[src/rtl/nda_pkg.sv]
package nda_pkg;

  typedef enum logic [3:0] {
    ST_IDLE, ST_RAS, ST_CAS0, ST_GAP, ST_CAS1, ST_PRE,
    ST_RCAS, ST_RRAS, ST_RHOLD, ST_REND
  } phase_t;

  typedef struct packed {
    logic latch;   // capture selected client's address and data
    logic selCol;  // present column instead of row
    logic oddCol;  // low-nibble column
    logic capHi;   // sample first nibble
    logic capLo;   // sample second nibble, form byte
    logic drive;   // drive write nibble
  } strobe_t;

endpackage

[src/rtl/nda_ctrl.sv]
module nda_ctrl
  import nda_pkg::*;
#(
  parameter int NREQ       = 3,
  parameter int MAX_RUN    = 4,
  parameter int REF_PERIOD = 64
) (
  input  logic                    clk,
  input  logic                    rstN,
  input  logic [NREQ-1:0]         reqVec,
  input  logic [NREQ-1:0]         wrVec,
  output logic [NREQ-1:0]         gntVec,
  output logic [NREQ-1:0]         ackVec,
  output logic                    dramRasN,
  output logic                    dramCasN,
  output logic                    dramWeN,
  output strobe_t                 stb,
  output logic [$clog2(NREQ)-1:0] selIdx
);
  localparam int IDX_W = $clog2(NREQ);
  localparam int RUN_W = $clog2(MAX_RUN + 1);
  localparam int REF_W = $clog2(REF_PERIOD);

  phase_t             state;
  logic [IDX_W-1:0]   owner, rrPtr, prioIdx, rotIdx, pickIdx;
  logic [RUN_W-1:0]   streak;
  logic [REF_W-1:0]   refCnt;
  logic               refPend, curWrite, rotFound, capped, startAcc;

  // Arbitration: fixed priority, overridden by rotation once the run cap is hit
  always_comb begin
    prioIdx  = '0;
    for (int i = NREQ - 1; i >= 0; i--)
      if (reqVec[i]) prioIdx = IDX_W'(i);
    rotIdx   = '0;
    rotFound = 1'b0;
    for (int k = 0; k < NREQ; k++) begin
      int c;
      c = int'(rrPtr) + k;
      if (c >= NREQ) c = c - NREQ;
      if (!rotFound && reqVec[c] && c != int'(owner)) begin
        rotIdx   = IDX_W'(c);
        rotFound = 1'b1;
      end
    end
    capped  = (streak == RUN_W'(MAX_RUN)) && reqVec[owner] && rotFound;
    pickIdx = capped ? rotIdx : prioIdx;
  end

  assign startAcc = (state == ST_IDLE) && !refPend && (|reqVec);
  assign selIdx   = pickIdx;

  always_ff @(posedge clk) begin
    if (!rstN) begin
      state    <= ST_IDLE;
      owner    <= '0;
      rrPtr    <= '0;
      streak   <= '0;
      refCnt   <= '0;
      refPend  <= 1'b0;
      curWrite <= 1'b0;
    end else begin
      if (refCnt == REF_W'(REF_PERIOD - 1)) begin
        refCnt  <= '0;
        refPend <= 1'b1;
      end else begin
        refCnt <= refCnt + 1'b1;
        if (state == ST_IDLE && refPend) refPend <= 1'b0;
      end
      unique case (state)
        ST_IDLE: begin
          if (refPend) state <= ST_RCAS;
          else if (startAcc) begin
            state    <= ST_RAS;
            owner    <= pickIdx;
            curWrite <= wrVec[pickIdx];
            if (pickIdx == owner && streak != '0)
              streak <= (streak == RUN_W'(MAX_RUN)) ? streak : streak + 1'b1;
            else
              streak <= RUN_W'(1);
            if (capped)
              rrPtr <= (rotIdx == IDX_W'(NREQ - 1)) ? '0 : rotIdx + 1'b1;
          end
        end
        ST_RAS:   state <= ST_CAS0;
        ST_CAS0:  state <= ST_GAP;
        ST_GAP:   state <= ST_CAS1;
        ST_CAS1:  state <= ST_PRE;
        ST_PRE:   state <= ST_IDLE;
        ST_RCAS:  state <= ST_RRAS;
        ST_RRAS:  state <= ST_RHOLD;
        ST_RHOLD: state <= ST_REND;
        default:  state <= ST_IDLE;
      endcase
    end
  end

  logic inAcc;
  assign inAcc    = (state == ST_RAS) || (state == ST_CAS0) || (state == ST_GAP)
                 || (state == ST_CAS1) || (state == ST_PRE);
  assign dramRasN = !((inAcc && state != ST_PRE) || state == ST_RRAS || state == ST_RHOLD);
  assign dramCasN = !(state == ST_CAS0 || state == ST_CAS1 || state == ST_RCAS
                   || state == ST_RRAS);
  assign dramWeN  = !(curWrite && (state == ST_CAS0 || state == ST_CAS1));

  always_comb begin
    gntVec = '0;
    ackVec = '0;
    if (inAcc) gntVec[owner] = 1'b1;
    if (state == ST_PRE) ackVec[owner] = 1'b1;
  end

  assign stb.latch  = startAcc;
  assign stb.selCol = (state == ST_CAS0) || (state == ST_GAP) || (state == ST_CAS1);
  assign stb.oddCol = (state == ST_GAP) || (state == ST_CAS1);
  assign stb.capHi  = (state == ST_CAS0);
  assign stb.capLo  = (state == ST_CAS1);
  assign stb.drive  = curWrite && stb.selCol;

  // Checker state: cycles a pending refresh has waited
  logic [3:0] refWait;
  always_ff @(posedge clk) begin
    if (!rstN || !refPend) refWait <= '0;
    else if (refWait != 4'hF) refWait <= refWait + 1'b1;
  end

  p_gnt_onehot_r9: assert property (@(posedge clk) disable iff (!rstN)
    $onehot0(gntVec));
  p_ack_latency_r5: assert property (@(posedge clk) disable iff (!rstN)
    $rose(|gntVec) |-> ##4 (|ackVec));
  p_ack_pulse_r5: assert property (@(posedge clk) disable iff (!rstN)
    (|ackVec) |=> !(|ackVec) && !(|gntVec));
  p_ref_wait_r8: assert property (@(posedge clk) disable iff (!rstN)
    refWait <= 4'd7);
  p_page_hold_r2: assert property (@(posedge clk) disable iff (!rstN)
    ($fell(dramRasN) && dramCasN) |-> ##1 !dramRasN ##1 !dramRasN ##1 !dramRasN);

endmodule

[src/rtl/nda_dpath.sv]
module nda_dpath
  import nda_pkg::*;
#(
  parameter int NREQ    = 3,
  parameter int SM_BITS = 9,
  parameter int LG_BITS = 10,
  parameter int ADDR_W  = 2 * LG_BITS - 1
) (
  input  logic                              clk,
  input  logic                              rstN,
  input  strobe_t                           stb,
  input  logic [$clog2(NREQ)-1:0]           selIdx,
  input  logic                              sizeSel,
  input  logic [NREQ-1:0][ADDR_W-1:0]       addrVec,
  input  logic [NREQ-1:0][7:0]              wdataVec,
  input  logic [3:0]                        dramDqIn,
  output logic [LG_BITS-1:0]                dramAddr,
  output logic [3:0]                        dramDqOut,
  output logic                              dramDqOe,
  output logic [7:0]                        rdData
);
  localparam int NIB_W = ADDR_W + 1;

  logic [ADDR_W-1:0] curAddr;
  logic [7:0]        curData;
  logic [3:0]        rdHi;
  logic [NIB_W-1:0]  nibAddr;
  logic [LG_BITS-1:0] rowLg, colLg, rowSm, colSm;

  always_ff @(posedge clk) begin
    if (!rstN) begin
      curAddr <= '0;
      curData <= '0;
      rdHi    <= '0;
      rdData  <= '0;
    end else begin
      if (stb.latch) begin
        curAddr <= addrVec[selIdx];
        curData <= wdataVec[selIdx];
      end
      if (stb.capHi) rdHi   <= dramDqIn;
      if (stb.capLo) rdData <= {rdHi, dramDqIn};
    end
  end

  assign nibAddr = {curAddr, stb.oddCol};
  assign rowLg   = nibAddr[2*LG_BITS-1:LG_BITS];
  assign colLg   = nibAddr[LG_BITS-1:0];
  assign rowSm   = LG_BITS'(nibAddr[2*SM_BITS-1:SM_BITS]);
  assign colSm   = LG_BITS'(nibAddr[SM_BITS-1:0]);

  always_comb begin
    if (stb.selCol) dramAddr = sizeSel ? colLg : colSm;
    else            dramAddr = sizeSel ? rowLg : rowSm;
  end

  assign dramDqOut = stb.oddCol ? curData[3:0] : curData[7:4];
  assign dramDqOe  = stb.drive;

  p_even_col_r2: assert property (@(posedge clk) disable iff (!rstN)
    stb.capHi |-> !dramAddr[0]);
  p_odd_col_r2: assert property (@(posedge clk) disable iff (!rstN)
    stb.capLo |-> dramAddr[0]);
  p_small_msb_r4: assert property (@(posedge clk) disable iff (!rstN)
    !sizeSel |-> !dramAddr[LG_BITS-1]);

endmodule

[src/rtl/nib_dram_arb.sv]
module nib_dram_arb
  import nda_pkg::*;
#(
  parameter int NREQ       = 3,
  parameter int SM_BITS    = 9,
  parameter int LG_BITS    = 10,
  parameter int ADDR_W     = 2 * LG_BITS - 1,
  parameter int MAX_RUN    = 4,
  parameter int REF_PERIOD = 64
) (
  input  logic                        clk,
  input  logic                        rstN,
  input  logic                        sizeSel,
  input  logic [NREQ-1:0]             reqVec,
  input  logic [NREQ-1:0]             wrVec,
  input  logic [NREQ-1:0][ADDR_W-1:0] addrVec,
  input  logic [NREQ-1:0][7:0]        wdataVec,
  output logic [NREQ-1:0]             gntVec,
  output logic [NREQ-1:0]             ackVec,
  output logic [7:0]                  rdData,
  output logic                        dramRasN,
  output logic                        dramCasN,
  output logic                        dramWeN,
  output logic [LG_BITS-1:0]          dramAddr,
  output logic [3:0]                  dramDqOut,
  output logic                        dramDqOe,
  input  logic [3:0]                  dramDqIn
);
  strobe_t                 stb;
  logic [$clog2(NREQ)-1:0] selIdx;

  nda_ctrl #(.NREQ(NREQ), .MAX_RUN(MAX_RUN), .REF_PERIOD(REF_PERIOD)) i_ctrl (
    .clk(clk), .rstN(rstN), .reqVec(reqVec), .wrVec(wrVec),
    .gntVec(gntVec), .ackVec(ackVec), .dramRasN(dramRasN), .dramCasN(dramCasN),
    .dramWeN(dramWeN), .stb(stb), .selIdx(selIdx)
  );

  nda_dpath #(.NREQ(NREQ), .SM_BITS(SM_BITS), .LG_BITS(LG_BITS), .ADDR_W(ADDR_W)) i_dpath (
    .clk(clk), .rstN(rstN), .stb(stb), .selIdx(selIdx), .sizeSel(sizeSel),
    .addrVec(addrVec), .wdataVec(wdataVec), .dramDqIn(dramDqIn),
    .dramAddr(dramAddr), .dramDqOut(dramDqOut), .dramDqOe(dramDqOe), .rdData(rdData)
  );

endmodule

[config.mk]
export PLATFORM = sky130hd
export DESIGN_NAME = nib_dram_arb
export DESIGN_NICKNAME = d
export VERILOG_FILES = /design/src/rtl/nda_pkg.sv /design/src/rtl/nda_ctrl.sv /design/src/rtl/nda_dpath.sv /design/src/rtl/nib_dram_arb.sv
export SDC_FILE = /design/constraint.sdc
export NUM_CORES = 1
export LEC_CHECK = 0
export ABC_AREA = 1
export BUFFER_PORTS_ARGS = -buffer_cell sky130_fd_sc_hd__buf_2
export CORE_ASPECT_RATIO = 1.25
export CORE_UTILIZATION = 35
export DETAILED_ROUTE_END_ITERATION = 8
export SLEW_MARGIN = 0
export SYNTH_ARGS = -nofsm -noshare
export SYNTH_HDL_FRONTEND = slang
export SYNTH_SLANG_ARGS = --single-unit
[constraint.sdc]
create_clock -name clk -period 5.6 [get_ports clk]
set_input_delay 0.84 -clock clk [delete_from_list [all_inputs] [get_ports clk]]
set_output_delay 0.84 -clock clk [all_outputs]
set_load 0.02 [all_outputs]
=== Word level (Yosys, flattened, before mapping) ===
Index checks and enable logic that the tools add are counted.

* Register bits after elaboration: 58
* Input bits: 94
* Logic and storage cells: 135

* Equality and inequality tests: 18
* Muxes and demuxes: 46
* $lt $le $gt $ge: 9
* $add $sub $neg: 8
* Bitwise logic cells: 2
* Reductions and logical operators: 41

{| class="wikitable"
|+ Operators with widths
! operator !! number
|-
| less-than comparator 32 x 4 -> 1 bit, second input constant || 3
|-
| two-way mux 32 bit || 3
|-
| inequality test 32 x 3 -> 1 bit || 3
|-
| greater-or-equal comparator 32 x 3 -> 1 bit, second input constant || 2
|-
| subtractor 32 x 3 -> 32 bit, second input constant || 2
|-
| binary-select mux 19 bit (select 2 bit) || 1
|-
| case mux 4 bit (8 select lines) || 1
|-
| two-way mux 10 bit || 3
|-
| two-way mux 19 bit || 1
|-
| binary-select mux 8 bit (select 2 bit) || 1
|-
| == test 4 x 3 -> 1 bit, second input constant || 4
|-
| two-way mux 2 bit || 8
|-
| logical AND 1 bit || 15
|-
| two-way mux 1 bit || 14
|-
| logical OR 1 bit || 12
|-
| two-way mux 3 bit || 4
|-
| two-way mux 4 bit || 3
|-
| binary-select mux 1 bit (select 2 bit) || 5
|-
| == test 4 x 2 -> 1 bit, second input constant || 2
|-
| two-way mux 8 bit || 1
|-
| AND reduction 4 bit || 2
|-
| adder 6 x 1 -> 6 bit, second input constant || 1
|-
| == test 6 bit, second input constant || 1
|-
| logical NOT 1 bit || 6
|-
| 24 further kinds || 26
|}

=== Depth between registers and ports, before layout ===
* Depth in word-level cells: 21
* Depth in mapped cells: 21
* Mapped depth without buffers: 20

=== Hierarchy ===
From an unflattened synthesis, not the netlist that was laid out.

* Cells, all modules: 694
* Area total of the unflattened synthesis: 4,159.0 um^2

{| class="wikitable"
|+ By module, submodules not included
! module !! instances !! area an instance (um^2) !! seq. area each (um^2) !! cells an instance
|-
| nda_dpath || 1 || 2,509.9 || 780.7 || 420
|-
| nda_ctrl || 1 || 1,649.1 || 380.4 || 274
|}

=== Worst setup path after synthesis ===
No wires, ideal clock.

* Kind: register to output
* From: register i_ctrl.state[0]
* To: output port dramAddr[9]
* Cell stages (with the launch flop): 10
* Data required time: 4.760 ns
* Slack: 2.953 ns
* Arrival: 1.807 ns
* Cell sequence: dfxtp_1 nor2_1 inv_2 nor2_1 nor2_1 inv_1 nor2_1 buf_2 nand3_1 o21ai_0

* Word-level cells in the longest chain between the ends: 4

{| class="wikitable"
|+ RTL lines
! what !! RTL line !! source
|-
| from (decl) || nda_ctrl.sv:24 || <nowiki>phase_t state;</nowiki>
|-
| from (signal assigned) || nda_ctrl.sv:55 || <nowiki>state <= ST_IDLE;</nowiki>
|-
| from (signal assigned) || nda_ctrl.sv:72 || <nowiki>if (refPend) state <= ST_RCAS;</nowiki>
|-
| from (signal assigned) || nda_ctrl.sv:74 || <nowiki>state <= ST_RAS;</nowiki>
|-
| == test 4 x 2 -> 1 bit || nda_ctrl.sv:114 || <nowiki>assign stb.selCol = (state == ST_CAS0) || (state == ST_GAP) || (state == ST_CAS1);</nowiki>
|-
| logical OR 1 bit || nda_ctrl.sv:114 ||
|-
| logical OR 1 bit (*) || nda_ctrl.sv:114 ||
|-
| two-way mux 10 bit (*) || nda_dpath.sv:53 || <nowiki>if (stb.selCol) dramAddr = sizeSel ? colLg : colSm;</nowiki>
|-
| to (decl) || nib_dram_arb.sv:24 || <nowiki>output logic [LG_BITS-1:0] dramAddr,</nowiki>
|}

Every way passes the cells marked *; elsewhere a longest branch is shown, timed or not.

=== Final worst setup path ===
* From: register i_ctrl.state[0]
* To: output port dramAddr[4]

The elaborated chain is that of the path after synthesis.

==> results_dict.tcl <==
set metrics [dict create \
    status "finished clean" \
    cp_num_buf_inv 3 \
    dpl.cell_count 794 \
    syn_area_mm2 0.00381 \
    path_clk_slew_ns 0.05 \
    end_kind "output pin" \
    grt_pass1_vias 3933 \
    final_hold_viol_count 0 \
    cts_tree "yes" \
    drtIter0Drc 170 \
    max_slew_margin_pct 26.1 \
    critPathKind "reg -> out" \
    ctsHoldBuffers 0 \
    num_rows 42 \
    overflow 0 \
    final-setup-viol-count 0 \
    finalNetCount 776 \
    nFillCells 1131 \
    clockBufferDepth 2 \
    syn-num-nets 667 \
    numCtsBuffers 9 \
    startpoint_type "register" \
    cts_setup_buffers 0 \
    powerDensity_mw_per_mm2 466 \
    fmax_mhz 258 \
    io_buffers 125 \
    tns_ns 0 \
    worst_slack_ns 1.72 \
    synth_area_leader_cell "dfxtp_1" \
    n_antenna_cell 0 \
    crit_slowest_cell "nor2_1" \
    critPathTopFamily "simple AND/OR/NAND/NOR gates" \
    die-area_mm2 0.0113 \
    fp.dieH_um 119 \
    wl_per_cell_um 13.3 \
    drv_slew 0 \
    syn_area_per_cell_um2 6.76 \
    yosysWarnings 0 \
    peakVddDrop_mv 0.226 \
    cp.arrival_ns 3.04 \
    max_cap_viol_count 0 \
    ys_types 36 \
    synth-seq-cells 58 \
    yosysSeqAreaShare_pct 30.5 \
    antenna_found_initial 0 \
    vias_per_cell 5.07 \
    coreArea_mm2 0.0106 \
    initial_core_util_pct 35.9 \
    ctsHtreeMaxLevel 3 \
    cts_root_buffer "clkbuf_16" \
    grt_pass1_wl_um 18100 \
    worstMarginPinSlew_ns 1.10 \
    cts_sinks 58 \
    cpMostUsedCell "nor2_1" \
    clkLatencyLatePin_ns 0.33 \
    final_common_cell "nand2_1" \
    fin_crit_sh_pct 69.3 \
    vias 4105 \
    layout_common_cells "nand2_1 (128), buf_2 (125), nor2_1 (75)" \
    drtPass1Iterations 4 \
    drive_above_1_share_pct 27.9 \
    totalWireLength_um 10800 \
    grt_usage_pct 20.2 \
    cp_cell_sequence "nor2_1 -> inv_2 -> nor2_1 -> nor2_1 -> inv_1 -> nor2_1 -> nor2_1 -> a31oi_1 -> buf_2" \
    netlist.area_leader.share_pct 30.5 \
    skew_ns 0.00965 \
    layout_min_cycle_time_ns 3.88 \
    place_congestion 0.820 \
    crit_path_max_incr_delay_ns 0.86 \
    cp_data_required_time_ns 4.76 \
    post_cts_resize_count 0 \
    total_leakage_power_uw 0.00229 \
    drc 0 \
    synth.area.top_cells "dfxtp_1 (30%), nand2_1 (13%), nor2_1 (7.4%)" \
    ant_nets 0 \
    hpwl_um 7880 \
    fin_cells 810 \
    grt_max_degree 63 \
    post-place-ws_ns 1.86 \
    die_w_um 95.3 \
    areaGrowthSynthToFinish_pct 25.2 \
    io_pins 126 \
    rsz0062_at_grt "no" \
    crit_fanout 19 \
    synthCells 564 \
    hold_class "reg -> reg" \
]
[layout make-up]
type	instances	area (um^2)	area share (%)
clock buffers	9	225	4.72
clock inverters	7	101	2.13
multi-input cells	428	2280	47.9
well taps	132	165	3.46
inverters	50	199	4.17
flip-flops and latches	58	1160	24.4
repair buffers	126	633	13.3
[registers in the layout, summed over array words and instances (netlist names)]
signal,flops
i_ctrl.state,4
i_ctrl.rrPtr,2
i_dpath.rdHi,4
i_dpath.curData,8
i_dpath.rdData,8
i_ctrl.streak,3
i_ctrl.owner,2
i_ctrl.refCnt,6
i_dpath.curAddr,19
i_ctrl.refPend,1
i_ctrl.curWrite,1
[through the flow]
stage | power [uW] | area, um^2 | hold WS, ns | util [%]
floorplan | 1360 | 3810 | 0.418 | -
global placement | 1630 | 4440 | 0.432 | 41.8
detailed placement | 1640 | 4440 | 0.440 | 41.8
CTS | 2240 | 4770 | 0.447 | 44.9
global route | 2400 | 4770 | 0.457 | 44.9
finish | 2220 | 4770 | 0.445 | 44.9
[cell families after synthesis]
group / synth area share [%]
and+or+nand+nor: 33.2
AOI/OAI and AO/OA: 22.7
buffers and inverters: 9.72
DFF: 30.5
adders and majority gates: 2.96
xor gates and xnor gates: 0.690
muxes: 0.263
[worst reg2reg max path, stage by stage, from the launching register on]
cell and delay [ns]:
dfxtp_1 0.44, inv_1 0.12, ha_1 0.49, inv_1 0.20, nand2_1 0.12, nand3_1 0.08
nor2_1 0.21, nand2_2 0.08, nand2_1 0.07, nand2_1 0.06, nand2_1 0.08, nand2_1 0.08
nand2_2 0.47, clkinv_2 0.66, o211ai_1 0.29, a31oi_1 0.10
[Yosys cell counts (all sizes together)]
master  count
xnor2       2
nor3        5
nand4       5
or2        29
inv        47
nand2     140
mux2i       1
dfxtp      58
buf        12
clkbuf     16
a21oi       8
nor3b       1
nand3      31
o21ai      53
o31ai       1
o211ai     28
clkinv      3
nor2       76
ha          9
a41oi       1
a31oi      37
xor2        1
[routing by layer]
metal  part of all wire, %  vias to the layer above  global-route usage, %
met1                    44                     1846                   24.0
li1                      -                     2108                      -
met3                   6.0                       11                   5.15
met5                     0                        -                      0
met4                   1.2                        0                   6.72
met2                    49                      140                   34.7
[report_power, final]
part | leakage, uW | internal, uW | switching (uW)
registers | 0.000478 | 540 | 92.3
clock network | 0.000152 | 392 | 204
logic | 0.00166 | 337 | 658
total | 0.00229 | 1270 | 954
[path summary, 6_finish.rpt]
path	start	to	cells after the start	slack, ns
worst max-delay path	i_ctrl.state[0]	dramAddr[4]	9	1.72
worst min-delay path	i_ctrl.refCnt[0]	i_ctrl.refCnt[0]	1	0.44
worst max register to register	i_ctrl.rrPtr[1]	i_dpath.curAddr[10]	15	1.92
worst min register to register	i_ctrl.refCnt[0]	i_ctrl.refCnt[0]	1	0.44
No activity file was read; power rests on OpenSTA's default activity.
